--- src/rtl/lp_mode_ctl.sv ---
module lp_mode_ctl #(
  parameter int NSRC = 4,
  parameter int PW   = 4
) (
  input  logic              clk,
  input  logic              rst_n,
  input  logic              idle_req,
  input  logic              pdown_req,
  input  logic [NSRC-1:0]   irq_pend,
  input  logic [NSRC-1:0]   irq_en,
  input  logic [NSRC*PW-1:0] irq_prio,
  input  logic [NSRC-1:0]   pec_sel,
  input  logic              gie,
  input  logic [PW-1:0]     cpu_prio,
  input  logic              pec_done,
  input  logic              sr_ack,
  output logic              cpu_clk_en,
  output logic              per_clk_en,
  output logic              wdt_run,
  output logic              wake,
  output logic              vec_req,
  output logic              pec_stb
);
  typedef enum logic [1:0] {S_ACT, S_IDLE, S_PEC, S_PD} st_t;
  st_t st;
  logic idle_pend, pd_pend;
  logic [NSRC-1:0] en_snap, hit, pec_ok, vec_ok;

  always_comb begin
    for (int i = 0; i < NSRC; i++) begin
      pec_ok[i] = gie & pec_sel[i] & (irq_prio[i*PW +: PW] > cpu_prio);
      vec_ok[i] = gie & (irq_prio[i*PW +: PW] != '0) & (irq_prio[i*PW +: PW] > cpu_prio);
    end
  end

  assign hit = irq_pend & en_snap;
  wire act_req = |(irq_pend & irq_en);
  wire cpu_hit = |(hit & ~pec_ok);
  wire pec_hit = |(hit & pec_ok);

  assign cpu_clk_en = (st == S_ACT) || (st == S_PEC);
  assign per_clk_en = (st != S_PD);
  assign wdt_run    = (st != S_PD);

  always_ff @(posedge clk or negedge rst_n) begin
    if (!rst_n) begin
      st <= S_ACT; idle_pend <= 1'b0; pd_pend <= 1'b0; en_snap <= '0;
      wake <= 1'b0; vec_req <= 1'b0; pec_stb <= 1'b0;
    end else begin
      wake <= 1'b0; vec_req <= 1'b0; pec_stb <= 1'b0;
      case (st)
        S_ACT: begin
          if (pdown_req || pd_pend) begin
            if (sr_ack) begin
              st <= S_PD; pd_pend <= 1'b0; idle_pend <= 1'b0;
            end else pd_pend <= 1'b1;
          end else if (idle_req || idle_pend) begin
            if (act_req) idle_pend <= 1'b0;
            else if (sr_ack) begin
              st <= S_IDLE; en_snap <= irq_en; idle_pend <= 1'b0;
            end else idle_pend <= 1'b1;
          end
        end
        S_IDLE: begin
          if (cpu_hit) begin
            st <= S_ACT; wake <= 1'b1; vec_req <= |(hit & vec_ok);
          end else if (pec_hit) begin
            st <= S_PEC; pec_stb <= 1'b1;
          end
        end
        S_PEC: if (pec_done) st <= S_IDLE;
        default: st <= S_PD;
      endcase
    end
  end

  AST_PD_STICKY: assert property (@(posedge clk) disable iff (!rst_n)
    !per_clk_en |=> (!per_clk_en && !cpu_clk_en && !wdt_run));
  AST_WAKE_RUNS_CPU: assert property (@(posedge clk) disable iff (!rst_n)
    wake |-> (cpu_clk_en && !pec_stb));
  AST_VEC_NEEDS_WAKE: assert property (@(posedge clk) disable iff (!rst_n)
    vec_req |-> (wake && $past(gie)));
  AST_PEC_NO_WAKE: assert property (@(posedge clk) disable iff (!rst_n)
    pec_stb |-> (cpu_clk_en && per_clk_en && $past(gie)));
  AST_GATE_CAUSE: assert property (@(posedge clk) disable iff (!rst_n)
    ($fell(cpu_clk_en) && per_clk_en) |-> ($past(sr_ack) || $past(pec_done)));
  AST_WDT_RUNS: assert property (@(posedge clk) disable iff (!rst_n)
    per_clk_en |-> wdt_run);
endmodule

--- config.mk ---
export PLATFORM = sky130hd
export DESIGN_NAME = lp_mode_ctl
export DESIGN_NICKNAME = d
export VERILOG_FILES = /design/src/rtl/lp_mode_ctl.sv
export SDC_FILE = /design/constraint.sdc
export NUM_CORES = 1
export LEC_CHECK = 0
export BUFFER_PORTS_ARGS = -buffer_cell sky130_fd_sc_hd__buf_2
export CAP_MARGIN = 20
export CELL_PAD_IN_SITES_DETAIL_PLACEMENT = 0
export CELL_PAD_IN_SITES_GLOBAL_PLACEMENT = 1
export CORE_MARGIN = 3
export CORE_UTILIZATION = 34
export DETAILED_ROUTE_END_ITERATION = 10
export PLACE_DENSITY_LB_ADDON = 0.1
export SYNTH_ARGS = -nofsm -noshare
export SYNTH_HDL_FRONTEND = slang
export SYNTH_SLANG_ARGS = --single-unit
--- constraint.sdc ---
create_clock -name clk -period 2 [get_ports clk]
set_clock_uncertainty 0.05 [all_clocks]
set_input_delay 0.4 -clock clk [delete_from_list [all_inputs] [get_ports clk]]
set_output_delay 0.4 -clock clk [all_outputs]
set_load 0.05 [all_outputs]
==> metrics.cfg <==
[timing]
max_freq_mhz=531
slew_headroom=0.723
hold_slack_ns=0.311
worstMarginPinSlew_ns=0.414
finalCritPeriodShare=0.942
rsz0062_at_grt=no
hold_violations=0
period_needed_ns=1.88
maxSlewViolCount=0
finalSetupViolCount=0

[detailed_routing]
dr_total_vias=1088
routed_wl_mm=2.82
ant_nets=0
routedWlPerCell_um=13.0
drt-pass1-iter-count=4
drc=0
dr.first_iter.drc_count=40
viasPerCell=5.01

[hold_path]
worstHoldPathType=in -> reg

[global_routing]
overflow=0
grt_pass1_vias=1048
grt_pass1_wl_mm=4.62
grt_max_degree=12
antenna_found_initial=0
grt_usage=0.146

[synth]
yosysTopAreaCell=dfrtp_1
synthDistinctLibCells=31
synth_xor_area_frac=0
synthArstFlopShare=1.00
synthTopCellsByArea=dfrtp_1 (26%), ha_1 (19%), a21oi_1 (5.6%), nand2_1 (4.9%), inv_1 (4.5%)
yosys.area_share.simple=0.271
synth_fa_ha_area_frac=0.186
syn_nets=180
syn_area_per_cell_um2=8.61
synth_top_family_by_area=simple AND/OR/NAND/NOR gates
ys_ff_latch=11
syn_inst=125
syn_area_um2=1080
synth_top_area_share=0.256
ys.flop_type=dfrtp_1
yosys_warnings=0
yosysSeqAreaShare=0.256
muxShareOfSynthArea=0.0453
synth_compound_gate_area_share=0.183
synth_edf_count=0

[placement]
port_buffers=44
gp_congestion=0.870
hpwl_mm=2.39
placed_area_um2=1360

[clock_network]
cts_max_level=1
clock_latency_ns=0.26
cts_made_buffers=3
cts_buffer_depth=2
cts.clk_slew.worst_paths_ns=0.07
clock-root-buffer=clkbuf_4
cts_tree=built
numClockSinks=11

[critical_path]
cpLargestDelayFamily=compound AO/OA/AOI/OAI gates
start_kind=input pin
slowest_delay_ns=0.35
cp.required_ns=2.08
cp_slowest_cell=ha_1
cp_cell_sequence=buf_2 > inv_1 > ha_1 > nand2_1 > o21ai_0 > nand4_1 > and4_1 > a311oi_1 > a31oi_1
worstSetupEndpointType=flop
critical_path_arrival_ns=1.97
cp_num_buf_inv=2
critPathMaxFanout=4
path_class=in -> reg

[layout]
register_area_um2=275
n_fill_cell=294
nNetsFinal=231
layout_commonest_cell=buf_2
fin_area_um2=1390
layout_common_cells=buf_2 (44), ha_1 (16), nand2_1 (14), inv_1 (13), a21oi_1 (12)
multi_input_comb_area_um2=737
drive_gt1_frac=0.337
antenna_cells=0
syn_to_final_growth_pct=29.4

[floorplan]
initial_core_util=0.374
coreArea_um2=2880
fp.dieArea_um2=3880
ioPinCount=45
fp.dieH_um=62.3
die_x_um=62.3
rows=19

[power_and_ir_drop]
total_leakage_power_nw=0.734
ir_worst_vdd_v=0.000479
cellPowerDensity_nw_per_um2=762

[run_status]
status=finished clean

[run]
max_cap_violations=0

[final timing paths]
check / startpoint / end / slack, ns / depth (start not counted)
max: cpu_prio[3] / st[0] / 0.12 / 9
min: irq_en[3] / en_snap[3] / 0.31 / 2
max reg2reg: st[1] / en_snap[2] / 0.44 / 3
min reg2reg: en_snap[3] / en_snap[3] / 0.46 / 1
max in group asynchronous: rst_n / wake / 1.22 / 2
min in group asynchronous: rst_n / pd_pend / 0.48 / 2
[worst reg2reg max path, cell delays in order (launching register included)]
cell     delay [ns]
dfrtp_1        0.47
nor2_1         0.38
nand4_4        0.20
mux2_1         0.35
[what timing repair did]
action / in CTS / in global routing
resized for setup: 0 / 1
hold buffers: 1 / 0
hold endpoints to repair: 11 / 0
setup buffers: 0 / 0
endpoints found under the setup margin: 0 / 1
[cells in the mapped netlist, drive strengths merged, types with 3 or more instances]
cell / number
nand3: 3
nand4: 8
ha: 16
dfrtp: 11
mux2: 4
nor2: 6
o22ai: 4
nor4: 4
inv: 13
nand2: 16
a21oi: 12
o21ai: 8
[sequential cells by signal, summed over array words and instances (netlist names)]
| name | flops |
|---|---|
| wake | 1 |
| vec_req | 1 |
| pec_stb | 1 |
| en_snap | 4 |
| pd_pend | 1 |
| idle_pend | 1 |
| st | 2 |
[metrics by stage]
stage / TNS (ns) / setup WS (ns) / util / total power [mW] / cells
detailed placement: -0.456 / -0.140 / 0.472 / 0.917 / 212
finish: 0 / 0.116 / 0.484 / 1.06 / 217
CTS: 0 / 0.140 / 0.484 / 1.07 / 217
global route: 0 / 0.0206 / 0.484 / 1.15 / 217
floorplan: 0 / 0.129 / - / 0.769 / 125
global placement: -0.386 / -0.119 / 0.472 / 0.905 / 212
[area by class of cell]
cell class	instances	share of cell area
multi-input cells	99	0.529
repair buffers	48	0.181
flip-flops and latches	11	0.198
clock buffers	4	0.0189
inverters	13	0.0350
well taps	42	0.0377
[cells by family after synthesis]
family	Yosys count
buffers and inverters	15
AO/OA/AOI/OAI	32
flip-flops	11
multiplexers	4
adder cells (fa/ha/maj)	16
AND/OR/NAND/NOR	47
[per-layer routing]
metal	share of wire	up-vias	routed length, µm	track usage
met3	0.058	0	162	0.0414
li1	-	571	-	-
met4	0	0	0	0.0165
met5	0	-	0	0
met2	0.44	34	1230	0.230
met1	0.51	483	1430	0.205
[power breakdown]
group | internal, mW | switching (mW)
Combinational | 0.207 | 0.354
Clock | 0.0771 | 0.0710
Sequential | 0.288 | 0.0633
(Power assumes the default switching activity.)
